### config.mk
export PLATFORM = sky130hd
export DESIGN_NAME = uart_fifo_ctrl
export DESIGN_NICKNAME = d
export VERILOG_FILES = /design/src/rtl/ufc_pkg.sv /design/src/rtl/ufc_fifo.sv /design/src/rtl/ufc_regs.sv /design/src/rtl/ufc_irq.sv /design/src/rtl/ufc_stat.sv /design/src/rtl/uart_fifo_ctrl.sv
export SDC_FILE = /design/constraint.sdc
export NUM_CORES = 1
export LEC_CHECK = 0
export BUFFER_PORTS_ARGS = -buffer_cell sky130_fd_sc_hd__buf_2
export CORE_ASPECT_RATIO = 0.5
export CORE_MARGIN = 1.5
export CORE_UTILIZATION = 35
export CTS_BUF_LIST = sky130_fd_sc_hd__clkbuf_4 sky130_fd_sc_hd__clkbuf_8 sky130_fd_sc_hd__clkbuf_16
export CTS_CLUSTER_SIZE = 12
export DETAILED_ROUTE_END_ITERATION = 12
export GPL_TIMING_DRIVEN = 0
export PLACE_DENSITY = 0.51
export SLEW_MARGIN = 5
export SYNTH_ARGS = -nofsm -noshare
export SYNTH_HDL_FRONTEND = slang
export SYNTH_SLANG_ARGS = --single-unit
export TNS_END_PERCENT = 10
### constraint.sdc
create_clock -name clk -period 3.15 [get_ports clk]
set_input_delay 0.63 -clock clk [delete_from_list [all_inputs] [get_ports clk]]
set_output_delay 0.63 -clock clk [all_outputs]
set_load 0.02 [all_outputs]
### src/rtl/ufc_pkg.sv
package ufc_pkg;

   localparam logic [2:0] ADR_DATA = 3'd0;
   localparam logic [2:0] ADR_ENAB = 3'd1;
   localparam logic [2:0] ADR_CTRL = 3'd2;
   localparam logic [2:0] ADR_LINE = 3'd5;

   typedef enum logic [3:0] {
      ID_NONE    = 4'h1,
      ID_TXEMPTY = 4'h2,
      ID_RXDATA  = 4'h4,
      ID_LINE    = 4'h6
   } irq_id_e;

   typedef struct packed {
      logic brk;
      logic frm;
      logic par;
   } rx_err_t;

   typedef struct packed {
      logic [1:0] trig;
      logic       blk;
      logic       en;
   } qctl_t;

endpackage

### src/rtl/ufc_fifo.sv
module ufc_fifo #(
   parameter int WIDTH = 8,
   parameter int DEPTH = 16,
   localparam int AW = $clog2(DEPTH),
   localparam int CW = AW + 1
) (
   input  logic             clk,
   input  logic             rst_n,
   input  logic             clr,
   input  logic [CW-1:0]    lim,
   input  logic             push,
   input  logic             pop,
   input  logic [WIDTH-1:0] din,
   output logic [WIDTH-1:0] dout,
   output logic [CW-1:0]    cnt,
   output logic             full,
   output logic             empty
);

   if (DEPTH != (1 << AW)) begin : g_chk_pow2
      $error("ufc_fifo: DEPTH must be a power of two");
   end
   if (WIDTH < 1) begin : g_chk_width
      $error("ufc_fifo: WIDTH must be positive");
   end

   logic [AW-1:0]                wp, rp;
   logic                         do_push, do_pop;
   logic [DEPTH-1:0][WIDTH-1:0]  slots;

   assign full    = (cnt >= lim);
   assign empty   = (cnt == '0);
   assign do_push = push & ~full;
   assign do_pop  = pop & ~empty;

   for (genvar g = 0; g < DEPTH; g++) begin : g_slot
      localparam logic [AW-1:0] IDX = AW'(g);
      logic [WIDTH-1:0] q;
      always_ff @(posedge clk) begin
         if (do_push && (wp == IDX)) q <= din;
      end
      assign slots[g] = q;
   end

   assign dout = slots[rp];

   always_ff @(posedge clk or negedge rst_n) begin
      if (!rst_n) begin
         wp  <= '0;
         rp  <= '0;
         cnt <= '0;
      end else if (clr) begin
         wp  <= '0;
         rp  <= '0;
         cnt <= '0;
      end else begin
         if (do_push) wp <= wp + 1'b1;
         if (do_pop)  rp <= rp + 1'b1;
         cnt <= cnt + CW'(do_push) - CW'(do_pop);
      end
   end

endmodule

### src/rtl/ufc_regs.sv
module ufc_regs import ufc_pkg::*; #(
   parameter int DEPTH = 16,
   localparam int CW = $clog2(DEPTH) + 1
) (
   input  logic          clk,
   input  logic          rst_n,
   input  logic          wr_en,
   input  logic [2:0]    wr_addr,
   input  logic [7:0]    wr_data,
   input  logic          rd_en,
   input  logic [2:0]    rd_addr,
   output logic [3:0]    ier,
   output logic          q_en,
   output logic          q_blk,
   output logic [CW-1:0] trig_lvl,
   output logic [CW-1:0] q_lim,
   output logic          rx_clr,
   output logic          tx_clr,
   output logic          thr_wr,
   output logic          ier_wr,
   output logic          rhr_rd,
   output logic          isr_rd,
   output logic          lsr_rd
);

   if (DEPTH < 8) begin : g_chk_depth
      $error("ufc_regs: DEPTH below 8 leaves trigger levels ambiguous");
   end

   localparam logic [CW-1:0] LVL_0 = CW'(1);
   localparam logic [CW-1:0] LVL_1 = CW'(DEPTH / 4);
   localparam logic [CW-1:0] LVL_2 = CW'(DEPTH / 2);
   localparam logic [CW-1:0] LVL_3 = CW'(DEPTH - 2);

   qctl_t ctl_q;
   logic  ctl_wr, en_flip;

   assign thr_wr = wr_en && (wr_addr == ADR_DATA);
   assign ier_wr = wr_en && (wr_addr == ADR_ENAB);
   assign ctl_wr = wr_en && (wr_addr == ADR_CTRL);
   assign rhr_rd = rd_en && (rd_addr == ADR_DATA);
   assign isr_rd = rd_en && (rd_addr == ADR_CTRL);
   assign lsr_rd = rd_en && (rd_addr == ADR_LINE);

   assign en_flip = ctl_wr && (wr_data[0] != ctl_q.en);
   assign rx_clr  = ctl_wr && (wr_data[1] || en_flip);
   assign tx_clr  = ctl_wr && (wr_data[2] || en_flip);

   always_ff @(posedge clk or negedge rst_n) begin
      if (!rst_n) begin
         ier   <= '0;
         ctl_q <= '0;
      end else begin
         if (ier_wr) ier <= wr_data[3:0];
         if (ctl_wr) begin
            ctl_q.en   <= wr_data[0];
            ctl_q.blk  <= wr_data[3];
            ctl_q.trig <= wr_data[7:6];
         end
      end
   end

   assign q_en  = ctl_q.en;
   assign q_blk = ctl_q.blk & ctl_q.en;
   assign q_lim = ctl_q.en ? CW'(DEPTH) : CW'(1);

   always_comb begin
      if (!ctl_q.en) begin
         trig_lvl = LVL_0;
      end else begin
         unique case (ctl_q.trig)
            2'd0: trig_lvl = LVL_0;
            2'd1: trig_lvl = LVL_1;
            2'd2: trig_lvl = LVL_2;
            default: trig_lvl = LVL_3;
         endcase
      end
   end

endmodule

### src/rtl/ufc_irq.sv
module ufc_irq import ufc_pkg::*; #(
   parameter int CW = 5
) (
   input  logic          clk,
   input  logic          rst_n,
   input  logic [2:0]    ier,
   input  logic          line_err,
   input  logic [CW-1:0] rx_cnt,
   input  logic [CW-1:0] trig_lvl,
   input  logic          tx_empty,
   input  logic          tx_drain,
   input  logic          ier_wr,
   input  logic          ier_tx_new,
   input  logic          thr_wr,
   input  logic          isr_rd,
   output irq_id_e       irq_id,
   output logic          irq,
   output logic          thre_pend
);

   logic line_act, data_act, tx_act;
   logic thre_set, thre_clr;

   assign thre_set = tx_drain || (ier_wr && ier_tx_new && !ier[1] && tx_empty);
   assign thre_clr = thr_wr || (isr_rd && (irq_id == ID_TXEMPTY));

   always_ff @(posedge clk or negedge rst_n) begin
      if (!rst_n)        thre_pend <= 1'b0;
      else if (thre_set) thre_pend <= 1'b1;
      else if (thre_clr) thre_pend <= 1'b0;
   end

   assign line_act = ier[2] & line_err;
   assign data_act = ier[0] & (rx_cnt >= trig_lvl);
   assign tx_act   = ier[1] & thre_pend;

   always_comb begin
      if (line_act)      irq_id = ID_LINE;
      else if (data_act) irq_id = ID_RXDATA;
      else if (tx_act)   irq_id = ID_TXEMPTY;
      else               irq_id = ID_NONE;
   end

   assign irq = line_act | data_act | tx_act;

endmodule

### src/rtl/ufc_stat.sv
module ufc_stat import ufc_pkg::*; #(
   parameter int CW = 5
) (
   input  logic          clk,
   input  logic          rst_n,
   input  logic          rx_valid,
   input  logic          rx_full,
   input  logic          rx_push_ok,
   input  rx_err_t       rx_din_err,
   input  logic          rx_pop_ok,
   input  rx_err_t       rx_head_err,
   input  logic          rx_clr,
   input  logic [CW-1:0] rx_cnt,
   input  logic [CW-1:0] trig_lvl,
   input  logic          lsr_rd,
   input  logic          tx_empty,
   input  logic          tx_full,
   input  logic          tx_busy,
   input  logic          q_en,
   input  logic          q_blk,
   output logic [7:0]    lsr,
   output logic          rxrdy_n,
   output logic          txrdy_n
);

   logic          ovr_q, head_ack_q, blk_hold_q;
   logic [CW-1:0] bad_cnt;
   logic          rx_any, at_trig;
   logic          inc_bad, dec_bad;

   assign rx_any  = (rx_cnt != '0);
   assign at_trig = (rx_cnt >= trig_lvl);
   assign inc_bad = rx_push_ok && (|rx_din_err);
   assign dec_bad = rx_pop_ok && (|rx_head_err);

   always_ff @(posedge clk or negedge rst_n) begin
      if (!rst_n) begin
         ovr_q      <= 1'b0;
         head_ack_q <= 1'b0;
         bad_cnt    <= '0;
         blk_hold_q <= 1'b0;
      end else begin
         if (rx_valid && rx_full) ovr_q <= 1'b1;
         else if (lsr_rd)         ovr_q <= 1'b0;

         if (rx_clr || rx_pop_ok)   head_ack_q <= 1'b0;
         else if (lsr_rd && rx_any) head_ack_q <= 1'b1;

         if (rx_clr) bad_cnt <= '0;
         else        bad_cnt <= bad_cnt + CW'(inc_bad) - CW'(dec_bad);

         if (at_trig)      blk_hold_q <= 1'b1;
         else if (!rx_any) blk_hold_q <= 1'b0;
      end
   end

   always_comb begin
      lsr[0]   = rx_any;
      lsr[1]   = ovr_q;
      lsr[4:2] = (rx_any && !head_ack_q) ? rx_head_err : 3'b000;
      lsr[5]   = tx_empty;
      lsr[6]   = tx_empty & ~tx_busy;
      lsr[7]   = q_en && (bad_cnt != '0);
   end

   always_comb begin
      if (q_blk) begin
         rxrdy_n = ~(at_trig | (blk_hold_q & rx_any));
         txrdy_n = tx_full;
      end else begin
         rxrdy_n = ~rx_any;
         txrdy_n = ~tx_empty;
      end
   end

endmodule

### src/rtl/uart_fifo_ctrl.sv
module uart_fifo_ctrl import ufc_pkg::*; #(
   parameter int DEPTH = 16,
   localparam int CW = $clog2(DEPTH) + 1,
   localparam int EW = $bits(rx_err_t),
   localparam int RW = 8 + EW
) (
   input  logic       clk,
   input  logic       rst_n,
   input  logic       wr_en,
   input  logic [2:0] wr_addr,
   input  logic [7:0] wr_data,
   input  logic       rd_en,
   input  logic [2:0] rd_addr,
   output logic [7:0] rd_data,
   input  logic       rx_valid,
   input  logic [7:0] rx_data,
   input  logic [2:0] rx_err,
   input  logic       tx_pull,
   input  logic       tx_busy,
   output logic       tx_avail,
   output logic [7:0] tx_data,
   output logic [7:0] isr,
   output logic       irq,
   output logic [7:0] lsr,
   output logic       rxrdy_n,
   output logic       txrdy_n
);

   logic [3:0]    ier;
   logic          q_en, q_blk;
   logic [CW-1:0] trig_lvl, q_lim;
   logic          rx_clr, tx_clr, thr_wr, ier_wr, rhr_rd, isr_rd, lsr_rd;

   logic [CW-1:0] rx_cnt, tx_cnt;
   logic          rx_full, rx_empty, tx_full, tx_empty;
   logic [RW-1:0] rx_head;
   rx_err_t       rx_head_err;
   logic          rx_push_ok, rx_pop_ok, tx_drain;
   logic          thre_pend;
   irq_id_e       irq_id;
   logic [CW-1:0] rx_lim, tx_lim;

   ufc_regs #(.DEPTH(DEPTH)) u_regs (
      .clk(clk), .rst_n(rst_n),
      .wr_en(wr_en), .wr_addr(wr_addr), .wr_data(wr_data),
      .rd_en(rd_en), .rd_addr(rd_addr),
      .ier(ier), .q_en(q_en), .q_blk(q_blk),
      .trig_lvl(trig_lvl), .q_lim(q_lim),
      .rx_clr(rx_clr), .tx_clr(tx_clr),
      .thr_wr(thr_wr), .ier_wr(ier_wr),
      .rhr_rd(rhr_rd), .isr_rd(isr_rd), .lsr_rd(lsr_rd)
   );

   assign rx_lim     = q_lim;
   assign tx_lim     = q_lim;
   assign rx_push_ok = rx_valid & ~rx_full;
   assign rx_pop_ok  = rhr_rd & ~rx_empty;
   assign tx_drain   = tx_pull && (tx_cnt == CW'(1)) && !thr_wr;

   ufc_fifo #(.WIDTH(RW), .DEPTH(DEPTH)) u_rxq (
      .clk(clk), .rst_n(rst_n), .clr(rx_clr), .lim(rx_lim),
      .push(rx_valid), .pop(rhr_rd),
      .din({rx_err, rx_data}), .dout(rx_head),
      .cnt(rx_cnt), .full(rx_full), .empty(rx_empty)
   );

   ufc_fifo #(.WIDTH(8), .DEPTH(DEPTH)) u_txq (
      .clk(clk), .rst_n(rst_n), .clr(tx_clr), .lim(tx_lim),
      .push(thr_wr), .pop(tx_pull),
      .din(wr_data), .dout(tx_data),
      .cnt(tx_cnt), .full(tx_full), .empty(tx_empty)
   );

   assign rx_head_err = rx_err_t'(rx_head[RW-1:8]);
   assign tx_avail    = ~tx_empty;

   ufc_stat #(.CW(CW)) u_stat (
      .clk(clk), .rst_n(rst_n),
      .rx_valid(rx_valid), .rx_full(rx_full), .rx_push_ok(rx_push_ok),
      .rx_din_err(rx_err_t'(rx_err)), .rx_pop_ok(rx_pop_ok),
      .rx_head_err(rx_head_err), .rx_clr(rx_clr), .rx_cnt(rx_cnt),
      .trig_lvl(trig_lvl), .lsr_rd(lsr_rd),
      .tx_empty(tx_empty), .tx_full(tx_full), .tx_busy(tx_busy),
      .q_en(q_en), .q_blk(q_blk),
      .lsr(lsr), .rxrdy_n(rxrdy_n), .txrdy_n(txrdy_n)
   );

   ufc_irq #(.CW(CW)) u_irq (
      .clk(clk), .rst_n(rst_n),
      .ier(ier[2:0]), .line_err(|lsr[4:1]),
      .rx_cnt(rx_cnt), .trig_lvl(trig_lvl),
      .tx_empty(tx_empty), .tx_drain(tx_drain),
      .ier_wr(ier_wr), .ier_tx_new(wr_data[1]),
      .thr_wr(thr_wr), .isr_rd(isr_rd),
      .irq_id(irq_id), .irq(irq), .thre_pend(thre_pend)
   );

   assign isr = {q_en, q_en, 2'b00, irq_id};

   always_comb begin
      unique case (rd_addr)
         ADR_DATA: rd_data = rx_empty ? 8'h00 : rx_head[7:0];
         ADR_ENAB: rd_data = {4'h0, ier};
         ADR_CTRL: rd_data = isr;
         ADR_LINE: rd_data = lsr;
         default:  rd_data = 8'h00;
      endcase
   end

endmodule

==> impl_metrics.yaml, run 1 <==
sta:
  rsz0062_at_grt: "true"
  tightest_slew_ns: 1.074
  hold_viol_final: 0
  fin_skew_ns: 0.02335
  max_freq_mhz: 272.0
  fin_crit_sh: 1.167
  holdWs_ns: 0.2996
  fin_ws_ns: -0.5268
  relSlewSlack: 0.2842
  setup_viol: 18
  min_period_ns: 3.677
  drv_slew: 0
critical_path:
  startpoint_type: "flop"
  endpoint_kind: "output pin"
  arrival_ns: 3.05
  path_max_fanout: 7
  r2r-start: "u_rxq.rp[0]"
  critPathLaunch: "u_rxq.rp[0]"
  required_ns: 2.52
  path_class: "reg2out"
  reg2reg_depth: 16
floorplanning:
  core_um2: 41840
  die-area_um2: 43670
  num_rows: 53
  io_pins: 68
  initial_core_util: 0.3543
  die_h_um: 148.5
  fp.dieW_um: 294.1
route:
  num_vias: 7918
  post_drt_wl_per_cell_um: 22.23
  drc: 0
  vias_per_cell: 4.983
  drt-initial-drc-count: 561
  drt-pass1-iter-count: 5
  ant_nets: 0
  routed_wl_um: 35330
placed_design:
  post-place-cells: 1488
  io_buffers: 63
  dp_hpwl_um: 22360
  place_congestion: 0.7627
  placed_area_um2: 16030
grt:
  grt_pass1_wl_um: 52200
  grt_pass1_vias: 8150
  grt_max_degree: 44
  track_usage: 0.1643
  antenna_found_initial: 4
  grt-ovfl-total: 0
yosys:
  synthFlopType: "edfxtp_1"
  synth_area_per_cell_um2: 17.67
  synthMuxAreaShare: 0.1464
  synth.distinct_cells: 59
  syn_area_um2: 14820
  synth_edf_count: 304
  synth_xor_area_frac: 0.01123
  ys_seq_area_frac: 0.6884
  post_synth_and_or_nand_nor_area_fraction: 0.05613
  synth_top_family_by_area: "multiplexers"
  ys_ff_latch: 347
  yosys.area_share.adder: 0.03781
  synthCells: 839
  synthArstFlopShare: 0.1239
  synth_compound_area_frac: 0.03300
  ys_warn_count: 0
finish:
  fin_cells: 1589
  syn2layout_area_growth_pct: 22.36
  multiInputGateArea_um2: 4609
  final_core_util: 0.4335
  diodes: 0
  finish.net_count: 1066
  drive_gt1_frac: 0.3864
  final-seq-area_um2: 10210
  final_area_um2: 18140
  fillers: 3708
power:
  p_clk_frac: 0.257
  max-vdd-ir-drop_uv: 351.5
  combPwrFrac: 0.377
  netSwitchingPower_mw: 4.885
  internal_power_mw: 10.60
  cellPowerDensity_nw_per_um2: 853.5
  p_seq_frac: 0.365
  swShare: 0.3155
  p_leak_nw: 6.306
clocking:
  cts.clk_slew.worst_paths_ns: 0.06
  cts_sinks: 347
  cts_tree: "done"
  root_buffer: "clkbuf_16"
  h-tree-depth: 2
  clk_latency_ns: 0.53
  numCtsBuffers: 35
  cts_buffer_depth: 3
status:
  outcome: "finished, violations left"
  violations: "negative setup slack"
min_path:
  hp-class: "in2async"
job:
  maxCapViolCount: 0
[kinds of logic (layout without fill, tap and decap cells)]
logic type | Yosys count | count (layout)
and+or+nand+nor | 162 | 162
other | 1 | 3
AOI/OAI and AO/OA | 73 | 73
muxes | 106 | 106
DFF | 347 | 347
buffers and inverters | 88 | 259
adders and majority gates | 43 | 43
xor gates and xnor gates | 19 | 19
[routing by layer]
metal	vias up	global-route usage	part of all wire
met5	-	0	0.00048
met4	4	0.03789	0.019
met3	51	0.03168	0.037
met2	140	0.2778	0.50
met1	4152	0.2203	0.45
li1	3571	-	-
[critical path, cell delays in order (launching register included)]
cell,delay (ns)
dfrtp_1,0.37
buf_6,0.15
buf_8,0.12
buf_12,0.13
mux4_2,0.51
mux4_2,0.55
a222oi_1,0.34
o21ai_1,0.14
buf_4,0.18
[through the flow]
| step | setup slack (ns) | total power, mW | TNS [ns] |
|---|---|---|---|
| detailed placement | -1.034 | 10.37 | -222.24 |
| global placement | -2.240 | 10.28 | -308.47 |
| floorplan | -0.02645 | 8.959 | -1.163 |
| global route | -0.6475 | 16.28 | -11.66 |
| finish | -0.5268 | 15.48 | -5.733 |
| CTS | -0.5375 | 15.26 | -7.190 |
[layout make-up]
type / instances / share of cell area
sequential: 347 / 0.5628
inverter: 44 / 0.009243
multi-input combinational: 406 / 0.2541
clock buffer: 54 / 0.05712
clock inverter: 4 / 0.002000
buffer: 42 / 0.02276
tap: 577 / 0.03980
timing repair buffer: 115 / 0.05215
[cell usage after synthesis, drive strengths merged (18+ instances only)]
master,count,share of area
edfxtp,304,0.62
mux4,86,0.13
nor2,53,0.013
inv,44,0.011
dfrtp,43,0.073
ha,40,0.034
nand2,28,0.0071
buf,22,0.010
clkbuf,22,0.0056
a21oi,21,0.0071
and2,21,0.0089
o21ai,18,0.0061
[layout by cell type (no fill, tap or decap), drive strengths merged, types with 4 or more instances in the layout]
cell type,netlist,final
a211oi,4,4
a21oi,21,21
and2,21,21
buf,22,136
clkbuf,22,75
dfrtp,43,43
edfxtp,304,304
ha,40,40
inv,44,45
mux2,15,15
mux2i,5,5
mux4,86,86
nand2,28,28
nand2b,4,4
nand3,7,7
nand3b,5,5
nor2,53,53
nor2b,7,7
nor3,12,12
o21a,4,4
o21ai,18,18
o22ai,4,4
or3,8,8
xnor2,6,6
xor2,13,13
[state kept, by name (all words and copies together), names as in the netlist]
| name | cells |
|---|---|
| u_rxq.g_slot.q | 176 |
| u_txq.g_slot.q | 128 |
| u_rxq.cnt | 5 |
| u_stat.bad_cnt | 5 |
| u_txq.cnt | 5 |
| u_regs.ier | 4 |
| u_rxq.rp | 4 |
| u_rxq.wp | 4 |
| u_txq.rp | 4 |
| u_txq.wp | 4 |
| u_regs.ctl_q | 3 |
| u_irq.thre_pend | 1 |
| u_regs.q_en | 1 |
| u_stat.blk_hold_q | 1 |
| u_stat.head_ack_q | 1 |
| u_stat.ovr_q | 1 |
[final timing paths]
check,slack (ns),to
max,-0.53,rd_data[1]
min,0.30,u_txq.cnt[2]
max reg2reg,-0.43,u_stat.bad_cnt[4]
min reg2reg,0.52,u_regs.ctl_q[1]
max in group asynchronous,2.12,u_regs.q_en
min in group clk,0.41,u_stat.ovr_q
[power groups by stage]
| stage | sequential (mW) | clock, mW | combinational (mW) |
|---|---|---|---|
| finish | 5.66 | 3.99 | 5.84 |
| global route | 5.70 | 4.27 | 6.32 |
| CTS | 5.65 | 4.08 | 5.54 |
| detailed placement | 5.70 | 0 | 4.67 |
| global placement | 5.69 | 0 | 4.59 |
| floorplan | 5.62 | 0 | 3.34 |
[repair_timing]
| action | in CTS | in global routing |
|---|---|---|
| cloned | 5 | 0 |
| setup buffers | 26 | 17 |
| gates resized for setup | 125 | 64 |
| hold buffers | 0 | 0 |
| setup endpoints to repair | 344 | 290 |
| pin swaps | 9 | 8 |
No activity file was read; power rests on OpenSTA's default activity.
==> inputs of run 2 (changes only) <==
- SETUP_SLACK_MARGIN: default -> 0.4
==> impl_metrics.yaml, run 2 (same netlist as run 1, synthesis figures left out) <==
critical_path:
  path_class: "reg2out"
  endpoint_kind: "output pin"
  path_max_fanout: 8
  arrival_ns: 3.04
  startpoint_type: "flop"
  required_ns: 2.52
grt:
  grt_pass1_wl_um: 52730
  grt_max_degree: 44
  grt-ovfl-total: 0
  track_usage: 0.1651
  grt_pass1_vias: 8594
  antenna_found_initial: 1
clocking:
  cts.clk_slew.worst_paths_ns: 0.06
  hold_buffers: 0
  clk_latency_ns: 0.53
  numCtsBuffers: 36
  root_buffer: "clkbuf_16"
  cts_sinks: 347
  h-tree-depth: 2
  cts_buffer_depth: 3
  cts_tree: "done"
finish:
  syn2layout_area_growth_pct: 23.88
  drive_gt1_frac: 0.3944
  final_core_util: 0.4389
  largest_reg_flops: 176
  mostFrequentLayoutCell: "edfxtp_1"
  reg_top3: "u_rxq.g_slot.q (176), u_txq.g_slot.q (128)"
  diodes: 0
  fin_cells: 1581
  finish.net_count: 1059
  fillers: 3666
  final_cell_mix: "edfxtp_1 (304), mux4_2 (86), buf_2 (45), dfrtp_1 (43), nor2_1 (41)"
  largest_register: "u_rxq.g_slot.q"
  final_area_um2: 18360
placed_design:
  placed_area_um2: 16060
  dp_hpwl_um: 22410
  pre_cts_slack_ns: -1.031
  io_buffers: 63
  post-place-cells: 1484
  place_congestion: 0.8184
power:
  cellPowerDensity_nw_per_um2: 856.1
  swShare: 0.3185
  netSwitchingPower_mw: 5.008
  internal_power_mw: 10.71
  p_seq_frac: 0.358
  max-vdd-ir-drop_uv: 446.7
  power_mw: 15.72
  combPwrFrac: 0.383
  p_leak_nw: 6.327
  p_clk_frac: 0.259
min_path:
  hp-class: "in2async"
floorplanning:
  core_um2: 41840
  fp.dieW_um: 294.1
  num_rows: 53
  io_pins: 68
  initial_core_util: 0.3543
  die-area_um2: 43670
  die_h_um: 148.5
sta:
  fin_ws_ns: -0.5176
  setup_viol: 14
  max_freq_mhz: 272.7
  tns_ns: -5.487
  rsz0062_at_grt: "true"
  fin_skew_ns: 0.02045
  relSlewSlack: 0.2935
  holdWs_ns: 0.2877
  tightest_slew_ns: 1.060
  drv_slew: 0
  hold_viol_final: 0
  min_period_ns: 3.668
  fin_crit_sh: 1.164
route:
  num_vias: 7842
  drt-pass1-iter-count: 5
  routed_wl_um: 35250
  drc: 0
  post_drt_wl_per_cell_um: 22.29
  vias_per_cell: 4.960
  drt-initial-drc-count: 553
  ant_nets: 0
status:
  violations: "negative setup slack"
  outcome: "finished, violations left"
job:
  maxCapViolCount: 0
## run 2: final cells by class
cell class	count	area, um^2	share of cell area
clock buffer	49	1016	0.05532
buffer	44	461.7	0.02514
timing repair buffer	105	914.6	0.04981
tap	577	721.9	0.03931
multi-input combinational	406	4795	0.2611
sequential	347	10200	0.5557
inverter	44	173.9	0.009471
clock inverter	9	76.32	0.004156
## run 2: path summary, 6_finish.rpt
| path | from | slack, ns | depth (start not counted) | endpoint |
|---|---|---|---|---|
| min in group clk | rx_valid | 0.40 | 3 | u_stat.ovr_q |
| hold / removal | rst_n | 0.29 | 1 | u_rxq.wp[0] |
| setup / recovery | u_rxq.rp[0] | -0.52 | 8 | rd_data[1] |
| max in group asynchronous | rst_n | 2.18 | 1 | u_txq.rp[1] |
| hold reg to reg | u_regs.ctl_q[1] | 0.53 | 1 | u_regs.ctl_q[1] |
| setup reg to reg | u_rxq.rp[0] | -0.33 | 17 | u_stat.bad_cnt[4] |
## run 2: per-layer routing
metal / vias up / track usage / share of wire
met5: - / 0 / 0.00031
met4: 2 / 0.03918 / 0.019
met3: 49 / 0.02869 / 0.043
met2: 118 / 0.2939 / 0.52
met1: 4124 / 0.2107 / 0.42
li1: 3549 / - / -
## run 2: power by group through the flow
stage | clock (mW) | sequential [mW] | combinational [mW]
floorplan | 0 | 5.63 | 3.39
global placement | 0 | 5.69 | 4.63
detailed placement | 0 | 5.70 | 4.73
CTS | 4.16 | 5.62 | 5.89
global route | 4.32 | 5.66 | 6.51
finish | 4.07 | 5.62 | 6.02
## run 2: timing repair
| action | CTS | global route |
|---|---|---|
| buffers inserted | 32 | 4 |
| resized for setup | 188 | 51 |
| cloned | 3 | 0 |
| pin swaps | 36 | 36 |
| setup endpoints to repair | 349 | 343 |
## run 2: worst max-delay path, stage by stage (launching register included)
cell and delay (ns):
dfrtp_1 0.37, buf_6 0.14, buf_12 0.13, buf_12 0.14, mux4_2 0.50, mux4_2 0.53, a222oi_1 0.33, o21ai_1 0.18
buf_4 0.19
